<file path="src/rtl/bt_pkg.sv">
// Package: shared types for the branch sequencer.
// Assumes: nothing beyond standard SystemVerilog.
package bt_pkg;

    // Phase of a branch sequence: idle, target issue, link write, link fix.
    typedef enum logic [1:0] {
        ST_IDLE = 2'd0,
        ST_TGT  = 2'd1,
        ST_LINK = 2'd2,
        ST_FIX  = 2'd3
    } bt_state_e;

endpackage

</file>
<file path="src/rtl/bt_seq_ctrl.sv">
// Module: bt_seq_ctrl
// Walks the three branch cycles after an accepted start and raises a done
// pulse in the cycle after the last one.
// Assumes: start is only honoured while idle; reset is synchronous, active low.
module bt_seq_ctrl
    import bt_pkg::*;
(
    input  logic      clk,
    input  logic      rst_n,
    input  logic      start_i,
    output bt_state_e state_o,
    output logic      accept_o,
    output logic      done_o
);

    bt_state_e state_q;
    bt_state_e state_d;
    logic      done_q;

    // Accept a start only when no sequence is running.
    always_comb begin
        accept_o = start_i && (state_q == ST_IDLE);
    end

    // Next phase: idle -> target -> link -> fix -> idle.
    always_comb begin
        state_d = state_q;
        unique case (state_q)
            ST_IDLE: if (accept_o) state_d = ST_TGT;
            ST_TGT:  state_d = ST_LINK;
            ST_LINK: state_d = ST_FIX;
            ST_FIX:  state_d = ST_IDLE;
            default: state_d = ST_IDLE;
        endcase
    end

    // Phase register.
    always_ff @(posedge clk) begin
        if (!rst_n) state_q <= ST_IDLE;
        else        state_q <= state_d;
    end

    // Done pulse: one cycle, following the fix phase.
    always_ff @(posedge clk) begin
        if (!rst_n) done_q <= 1'b0;
        else        done_q <= (state_q == ST_FIX);
    end

    assign state_o = state_q;
    assign done_o  = done_q;

endmodule

</file>
<file path="src/rtl/bt_target_calc.sv">
// Module: bt_target_calc
// Forms the branch target: base plus the signed offset field scaled to words.
// Assumes: ADDR_W > OFF_W + SHIFT; the sum wraps modulo 2^ADDR_W.
module bt_target_calc #(
    parameter int ADDR_W = 32,
    parameter int OFF_W  = 24,
    parameter int SHIFT  = 2
) (
    input  logic [ADDR_W-1:0] base_i,
    input  logic [OFF_W-1:0]  field_i,
    output logic [ADDR_W-1:0] target_o
);

    localparam int EXT_W = ADDR_W - OFF_W - SHIFT;

    logic [ADDR_W-1:0] offset;

    // Sign-extend the field first, then append the word-alignment zeros.
    always_comb begin
        offset   = {{EXT_W{field_i[OFF_W-1]}}, field_i, {SHIFT{1'b0}}};
        target_o = base_i + offset;
    end

endmodule

</file>
<file path="src/rtl/bt_link_calc.sv">
// Module: bt_link_calc
// Produces the r14 value: the raw base in the link phase, and the base
// stepped back one instruction in the fix phase.
// Assumes: STEP is the distance between r15 and the next instruction.
module bt_link_calc #(
    parameter int ADDR_W = 32,
    parameter int STEP   = 4
) (
    input  logic [ADDR_W-1:0] base_i,
    input  logic              fix_i,
    output logic [ADDR_W-1:0] link_o
);

    localparam logic [ADDR_W-1:0] STEP_V = ADDR_W'(STEP);

    // Choose raw or corrected return address.
    always_comb begin
        link_o = fix_i ? (base_i - STEP_V) : base_i;
    end

endmodule

</file>
<file path="src/rtl/bt_branch_seq.sv">
// Module: bt_branch_seq (top)
// Three-cycle branch sequencer. It captures the branch word and r15 on start.
// It issues the target fetch in cycle 1 and flushes through cycle 3. For a
// linking branch it writes r14 in cycle 2 and corrects it in cycle 3. Done
// follows in the next cycle.
// Assumes: r15 reads as the branch address plus 8; condition already passed.
module bt_branch_seq #(
    parameter int ADDR_W    = 32,
    parameter int INSTR_W   = 32,
    parameter int OFF_W     = 24,
    parameter int SHIFT     = 2,
    parameter int LINK_BIT  = 24,
    parameter int LINK_STEP = 4
) (
    input  logic               clk,
    input  logic               rst_n,
    input  logic               start_i,
    input  logic [INSTR_W-1:0] instr_i,
    input  logic [ADDR_W-1:0]  r15_i,
    output logic [ADDR_W-1:0]  fetch_addr_o,
    output logic               fetch_req_o,
    output logic               lr_we_o,
    output logic [ADDR_W-1:0]  lr_wdata_o,
    output logic               flush_o,
    output logic               done_o
);
    import bt_pkg::*;

    bt_state_e         state;
    logic              accept;
    logic [OFF_W-1:0]  field_q;
    logic              link_q;
    logic [ADDR_W-1:0] base_q;
    logic [ADDR_W-1:0] target;
    logic [ADDR_W-1:0] link_val;

    bt_seq_ctrl u_ctrl (
        .clk      (clk),
        .rst_n    (rst_n),
        .start_i  (start_i),
        .state_o  (state),
        .accept_o (accept),
        .done_o   (done_o)
    );

    // Operand capture on an accepted start; held for the whole sequence.
    always_ff @(posedge clk) begin
        if (!rst_n) begin
            field_q <= '0;
            link_q  <= 1'b0;
            base_q  <= '0;
        end else if (accept) begin
            field_q <= instr_i[OFF_W-1:0];
            link_q  <= instr_i[LINK_BIT];
            base_q  <= r15_i;
        end
    end

    bt_target_calc #(
        .ADDR_W (ADDR_W),
        .OFF_W  (OFF_W),
        .SHIFT  (SHIFT)
    ) u_tgt (
        .base_i   (base_q),
        .field_i  (field_q),
        .target_o (target)
    );

    bt_link_calc #(
        .ADDR_W (ADDR_W),
        .STEP   (LINK_STEP)
    ) u_link (
        .base_i (base_q),
        .fix_i  (state == ST_FIX),
        .link_o (link_val)
    );

    // Output decode per phase; data buses read zero when not strobed.
    always_comb begin
        fetch_req_o  = (state == ST_TGT);
        fetch_addr_o = fetch_req_o ? target : '0;
        flush_o      = (state != ST_IDLE);
        lr_we_o      = link_q && ((state == ST_LINK) || (state == ST_FIX));
        lr_wdata_o   = lr_we_o ? link_val : '0;
    end

endmodule

</file>
<file path="config.mk">
export PLATFORM = sky130hd
export DESIGN_NAME = bt_branch_seq
export DESIGN_NICKNAME = d
export VERILOG_FILES = /design/src/rtl/bt_pkg.sv /design/src/rtl/bt_seq_ctrl.sv /design/src/rtl/bt_target_calc.sv /design/src/rtl/bt_link_calc.sv /design/src/rtl/bt_branch_seq.sv
export SDC_FILE = /design/constraint.sdc
export NUM_CORES = 1
export LEC_CHECK = 0
export CORE_ASPECT_RATIO = 0.6
export CORE_MARGIN = 3
export CORE_UTILIZATION = 54
export CTS_BUF_LIST = sky130_fd_sc_hd__clkbuf_8
export CTS_CLUSTER_DIAMETER = 120
export DETAILED_ROUTE_END_ITERATION = 12
export GPL_ROUTABILITY_DRIVEN = 0
export PLACE_DENSITY_LB_ADDON = 0.15
export SYNTH_ARGS = -nofsm -noshare
export SYNTH_HDL_FRONTEND = slang
export SYNTH_SLANG_ARGS = --single-unit
export TNS_END_PERCENT = 30
</file>
<file path="constraint.sdc">
create_clock -name clk -period 7.69 [get_ports clk]
set_input_delay 0.769 -clock clk [delete_from_list [all_inputs] [get_ports clk]]
set_output_delay 0.769 -clock clk [all_outputs]
set_load 0.005 [all_outputs]
</file>
==> impl_metrics.json, run 1 <==
{
  "cts_resized": 0,
  "ir_worst_vdd_mv": 0.1687,
  "grt_pass1_wl_um": 24290,
  "r2r_end": "base_q[22]$_SDFFE_PN0P_",
  "status": "finished clean",
  "start_util_pct": 56.36,
  "max_clock_freq_mhz": 217.7,
  "syn-instance-count": 680,
  "nets": 887,
  "finalNonFillerCells": 899,
  "finalCritPeriodShare_pct": 59.74,
  "antenna_found_initial": 0,
  "placed_cells": 885,
  "slew_headroom_pct": 26.53,
  "ys_seq_area_share_pct": 24.63,
  "num-fill-cells": 705,
  "io_pins": 135,
  "max_cap_viol_count": 0,
  "cts_tree": "yes",
  "synth_area_um2": 4877,
  "ys_top_cells_by_area": "dfxtp_1, nand2_1, a21boi_0, ha_1, nor2_1",
  "vias_per_cell": 5.949,
  "h-tree-depth": 3,
  "io_buffers": 127,
  "drc_errors": 0,
  "fin_worst_skew_ps": 6.814,
  "end_kind": "output pin",
  "arrival_ps": 3830,
  "drive_gt1_share_pct": 3.558,
  "period_needed_ps": 4594,
  "antenna_cells": 0,
  "hold_buffers": 0,
  "hold_viol_final": 0,
  "timing.rr.start": "u_ctrl.state_o[0]$_SDFFE_PN0P_",
  "clock_latency_ps": 340,
  "synthFlopType": "dfxtp_1",
  "root_buffer": "clkbuf_8",
  "slowest_stage": "a2111oi_0",
  "synth.avg_cell_area_um2": 7.172,
  "utilization_pct": 73.35,
  "drt_iter0_markers": 545,
  "areaGrowthSynthToFinish_pct": 30.14,
  "die_y_um": 79.62,
  "firstDrtPassIters": 5,
  "async_reset_ff_share_pct": 0,
  "reg2reg_depth": 5,
  "cp.required_ps": 6920,
  "overflow": 0,
  "p_per_area_nw_per_um2": 216.1,
  "yosysMostFrequentCell": "nand2_1",
  "vias": 5348,
  "timing.reg2reg.setup_slack_ps": 5630,
  "grt_pass1_vias": 5039,
  "wl_per_cell_um": 17.00,
  "die_w_um": 128.7,
  "grt_max_degree": 61,
  "power_uw": 1372,
  "ant_nets": 0,
  "yosys_warnings": 0,
  "ys_ff_latch": 60,
  "critPathTopFamily": "compound AO/OA/AOI/OAI gates",
  "finalHoldWorstSlack_ps": 468.4,
  "grt_setup_unrepaired": "false",
  "fin_setup_tns_ps": 0,
  "cts.sinks": 60,
  "clk_pin_slew_ps": 70,
  "cts_buffer_depth": 2,
  "coreArea_um2": 8653,
  "startpoint_type": "flop",
  "hold_path.startpoint": "field_q[17]$_SDFFE_PN0P_",
  "crit_type": "reg -> out",
  "design.die.area_um2": 10250,
  "hold_end": "field_q[17]$_SDFFE_PN0P_",
  "yosysUniqueCellTypes": 55,
  "post_cts_buffers": 0,
  "synth_top_area_cell": "dfxtp_1",
  "p_leak_uw": 0.002419,
  "worstHoldPathCells": 2,
  "cp_num_buf_inv": 2,
  "critPathMaxFanout": 5,
  "placementRows": 26,
  "synth_top_cells_by_count": "nand2_1, nor2_1, dfxtp_1",
  "crit_chain": "ha_1 > inv_1 > fa_1 > nor2b_1 > o2111ai_1 > a21o_1 > a2111oi_0 > nor4_1 > nor3_1 > clkdlybuf4s50_1",
  "min_path_type": "reg -> reg",
  "numCtsBuffers": 9,
  "synth.top_cell.area_share_pct": 24.63,
  "drt-total-wl_um": 15280,
  "synthesis.nets": 783,
  "cpPeakStageDelay_ps": 730,
  "dp_hpwl_um": 11420,
  "slew_viol_final": 0,
  "synth_edf_count": 0,
  "track_usage_pct": 29.57,
  "tightestPinTransition_ps": 1098,
  "setup_violations": 0
}
[final cells by class]
class                           instances  area (um^2)  area share, %
Sequential cell                        60         1201          18.92
Multi-Input combinational cell        569         3492          55.02
Tap cell                              112        140.1          2.208
Clock inverter                          5        47.55         0.7491
Inverter                               15        56.30         0.8870
Clock buffer                            9        123.9          1.952
Timing Repair Buffer                  129         1286          20.26
[per-stage QoR]
step | instance area, um^2 | worst slack (ps)
after floorplan | 4877 | 4581
after global placement | 6176 | 3704
after detailed placement | 6176 | 3575
final | 6347 | 3096
after global routing | 6347 | 2857
after CTS | 6347 | 3144
[power by group]
group / internal (uW) / leakage [uW] / switching (uW)
clock network: 142 / 0.0000973 / 118
registers: 367 / 0.000492 / 64.0
logic: 278 / 0.00183 / 402
total: 788 / 0.00242 / 584
[kinds of logic after synthesis]
kind of cell	Yosys count	share of synthesized area (%)
AOI/OAI and AO/OA	164	22.83
xor gates and xnor gates	34	6.106
adders and majority gates	36	9.389
buffers and inverters	51	3.925
DFF	60	24.63
muxes	9	1.847
and+or+nand+nor	326	31.27
[placed cells by master, fill, tap and decap left out, types with 18 or more instances in the layout]
cell	instances
o21ai_0	20
a21boi_0	59
a21oi_1	37
dfxtp_1	60
clkdlybuf4s50_1	127
nand2_1	153
nor2_1	62
ha_1	35
nor3_1	24
xnor2_1	18
[routing by layer]
layer,up-vias,part of all wire [%],global-route usage (%)
li1,2568,-,-
met1,2449,44,38.86
met2,304,44,47.42
met3,27,10,8.222
met4,0,1.7,8.700
met5,-,0,0
[worst register-to-register path: cells and delay by family (launching register included)]
family	cells	cell delay [ps]
AO/OA/AOI/OAI	1	210
adder cells (fa/ha/maj)	1	220
buffers and inverters	1	110
flip-flops	1	350
AND/OR/NAND/NOR	2	1080
[worst max-delay path by stage]
stage                           start          endpoint  slack, ps  cells past startpoint
2_1_floorplan  base_q[2]$_SDFFE_PN0P_  fetch_addr_o[30]       4580                      9
3_3_place_gp   base_q[2]$_SDFFE_PN0P_  fetch_addr_o[30]       3700                     10
3_5_place_dp   base_q[2]$_SDFFE_PN0P_  fetch_addr_o[30]       3580                     10
4_1_cts        base_q[2]$_SDFFE_PN0P_  fetch_addr_o[30]       3140                     10
5_1_grt        base_q[2]$_SDFFE_PN0P_  fetch_addr_o[30]       2860                     10
6_report       base_q[2]$_SDFFE_PN0P_  fetch_addr_o[30]       3100                     10
[flip-flops by register name, summed over array words and instances (netlist names)]
name and count:
base_q 32, field_q 24, u_ctrl.state_o 2, link_q 1, u_ctrl.done_o 1
Note: power is estimated with default switching activity, not from simulation.
==> inputs of run 2 (changes only) <==
CORE_UTILIZATION = 50   (was 54)
clock period = 4.24 ns   (was 7.69 ns; I/O delays follow)
==> impl_metrics.json, run 2 (same netlist as run 1, synthesis figures left out) <==
{
  "max_cap_viol_count": 0,
  "fin_worst_skew_ps": 8.397,
  "p_leak_uw": 0.002425,
  "antenna_cells": 0,
  "cts_tree": "yes",
  "nets": 889,
  "antenna_found_initial": 0,
  "ir_worst_vdd_mv": 0.2674,
  "final_common_cell": "nand2_1",
  "cts.sinks": 60,
  "grt_max_degree": 61,
  "cts_buffer_depth": 2,
  "slew_viol_final": 0,
  "max_clock_freq_mhz": 245.0,
  "track_usage_pct": 26.87,
  "tightestPinTransition_ps": 1129,
  "overflow": 0,
  "io_pins": 135,
  "largest_register_ffs": 32,
  "mostFrequentLayoutCells": "nand2_1, clkdlybuf4s50_1, nor2_1, dfxtp_1, a21boi_0",
  "drt_iter0_markers": 516,
  "die_w_um": 133.5,
  "drc_errors": 0,
  "finalNonFillerCells": 921,
  "status": "finished clean",
  "hold_buffers": 0,
  "utilization_pct": 68.46,
  "drive_gt1_share_pct": 4.172,
  "die_y_um": 82.50,
  "vias": 5184,
  "crit_type": "reg -> out",
  "clock_latency_ps": 350,
  "grt_pass1_vias": 4787,
  "ant_nets": 0,
  "power_uw": 2458,
  "min_path_type": "reg -> reg",
  "drt-total-wl_um": 14810,
  "placementRows": 27,
  "largest_register": "base_q",
  "design.die.area_um2": 11010,
  "grt_pass1_wl_um": 23710,
  "period_needed_ps": 4081,
  "io_buffers": 127,
  "start_util_pct": 52.31,
  "end_kind": "output pin",
  "placed_cells": 905,
  "hold_viol_final": 0,
  "h-tree-depth": 3,
  "slew_headroom_pct": 24.50,
  "critPathMaxFanout": 5,
  "areaGrowthSynthToFinish_pct": 30.89,
  "vias_per_cell": 5.629,
  "fin_setup_tns_ps": 0,
  "coreArea_um2": 9324,
  "finalCritPeriodShare_pct": 96.26,
  "startpoint_type": "flop",
  "wl_per_cell_um": 16.08,
  "arrival_ps": 3660,
  "numCtsBuffers": 9,
  "setup_violations": 0,
  "clk_pin_slew_ps": 70,
  "cp.required_ps": 3820,
  "p_per_area_nw_per_um2": 385.1,
  "finalHoldWorstSlack_ps": 466.0,
  "dp_hpwl_um": 11100,
  "firstDrtPassIters": 5,
  "root_buffer": "clkbuf_8"
}
[run 2: cell types whose count changed in the layout (fill, tap and decap cells not counted)]
cell,previous run,this run
clkinvlp_4,0,1
o311ai_1,0,1
clkbuf_8,9,10
inv_1,17,16
a2111oi_0,1,0
clkinv_2,2,4
o311ai_0,1,0
bufinv_16,1,0
buf_4,2,4
a2111oi_1,0,1
[run 2: path summary, 6_finish.rpt]
path                                  end                           start  slack (ps)  cells after the start
setup / recovery         fetch_addr_o[30]          base_q[2]$_SDFFE_PN0P_         160                     10
hold / removal     base_q[1]$_SDFFE_PN0P_          base_q[1]$_SDFFE_PN0P_         470                      2
setup reg to reg  base_q[23]$_SDFFE_PN0P_  u_ctrl.state_o[0]$_SDFFE_PN0P_        2130                      5
hold reg to reg    base_q[1]$_SDFFE_PN0P_          base_q[1]$_SDFFE_PN0P_         470                      2
[run 2: routing by layer]
metal | vias up | wire length (um) | track usage, %
li1 | 2568 | - | -
met1 | 2395 | 7093 | 36.93
met2 | 194 | 6369 | 41.80
met3 | 27 | 1044 | 7.082
met4 | 0 | 298 | 8.008
met5 | - | 0 | 0
[run 2: critical path: stages (launching register included)]
cell and delay, ps:
dfxtp_1 420, ha_1 210, inv_1 60, fa_1 390, nor2b_1 230, o2111ai_1 320, a21o_1 310, a2111oi_1 570
nor4_1 100, nor3_1 180, clkdlybuf4s50_1 520
[run 2: stage by stage]
| stage | instance area (um^2) | setup slack, ps |
|---|---|---|
| floorplan | 4877 | 1476 |
| global route | 6384 | -54.12 |
| finish | 6384 | 158.6 |
| global placement | 6213 | 637.0 |
| detailed placement | 6213 | 521.7 |
| CTS | 6382 | 128.2 |
[run 2: power breakdown]
group | internal, uW | switching (uW)
logic | 514 | 714
clock network | 221 | 231
registers | 666 | 112
total | 1400 | 1060
[run 2: final cells by class]
| class | count | area, um^2 |
|---|---|---|
| multi-input cells | 569 | 3493 |
| fillers | 815 | 2940 |
| repair buffers | 131 | 1301 |
| flip-flops and latches | 60 | 1201 |
| well taps | 130 | 162.7 |
| clock buffers | 10 | 137.6 |
| inverters | 15 | 56.30 |
| clock inverters | 6 | 31.28 |
[run 2: what timing repair did]
action | 4_1_cts | 5_1_grt
setup buffers | 0 | 0
setup endpoints to repair | 0 | 2
gates resized for setup | 0 | 2
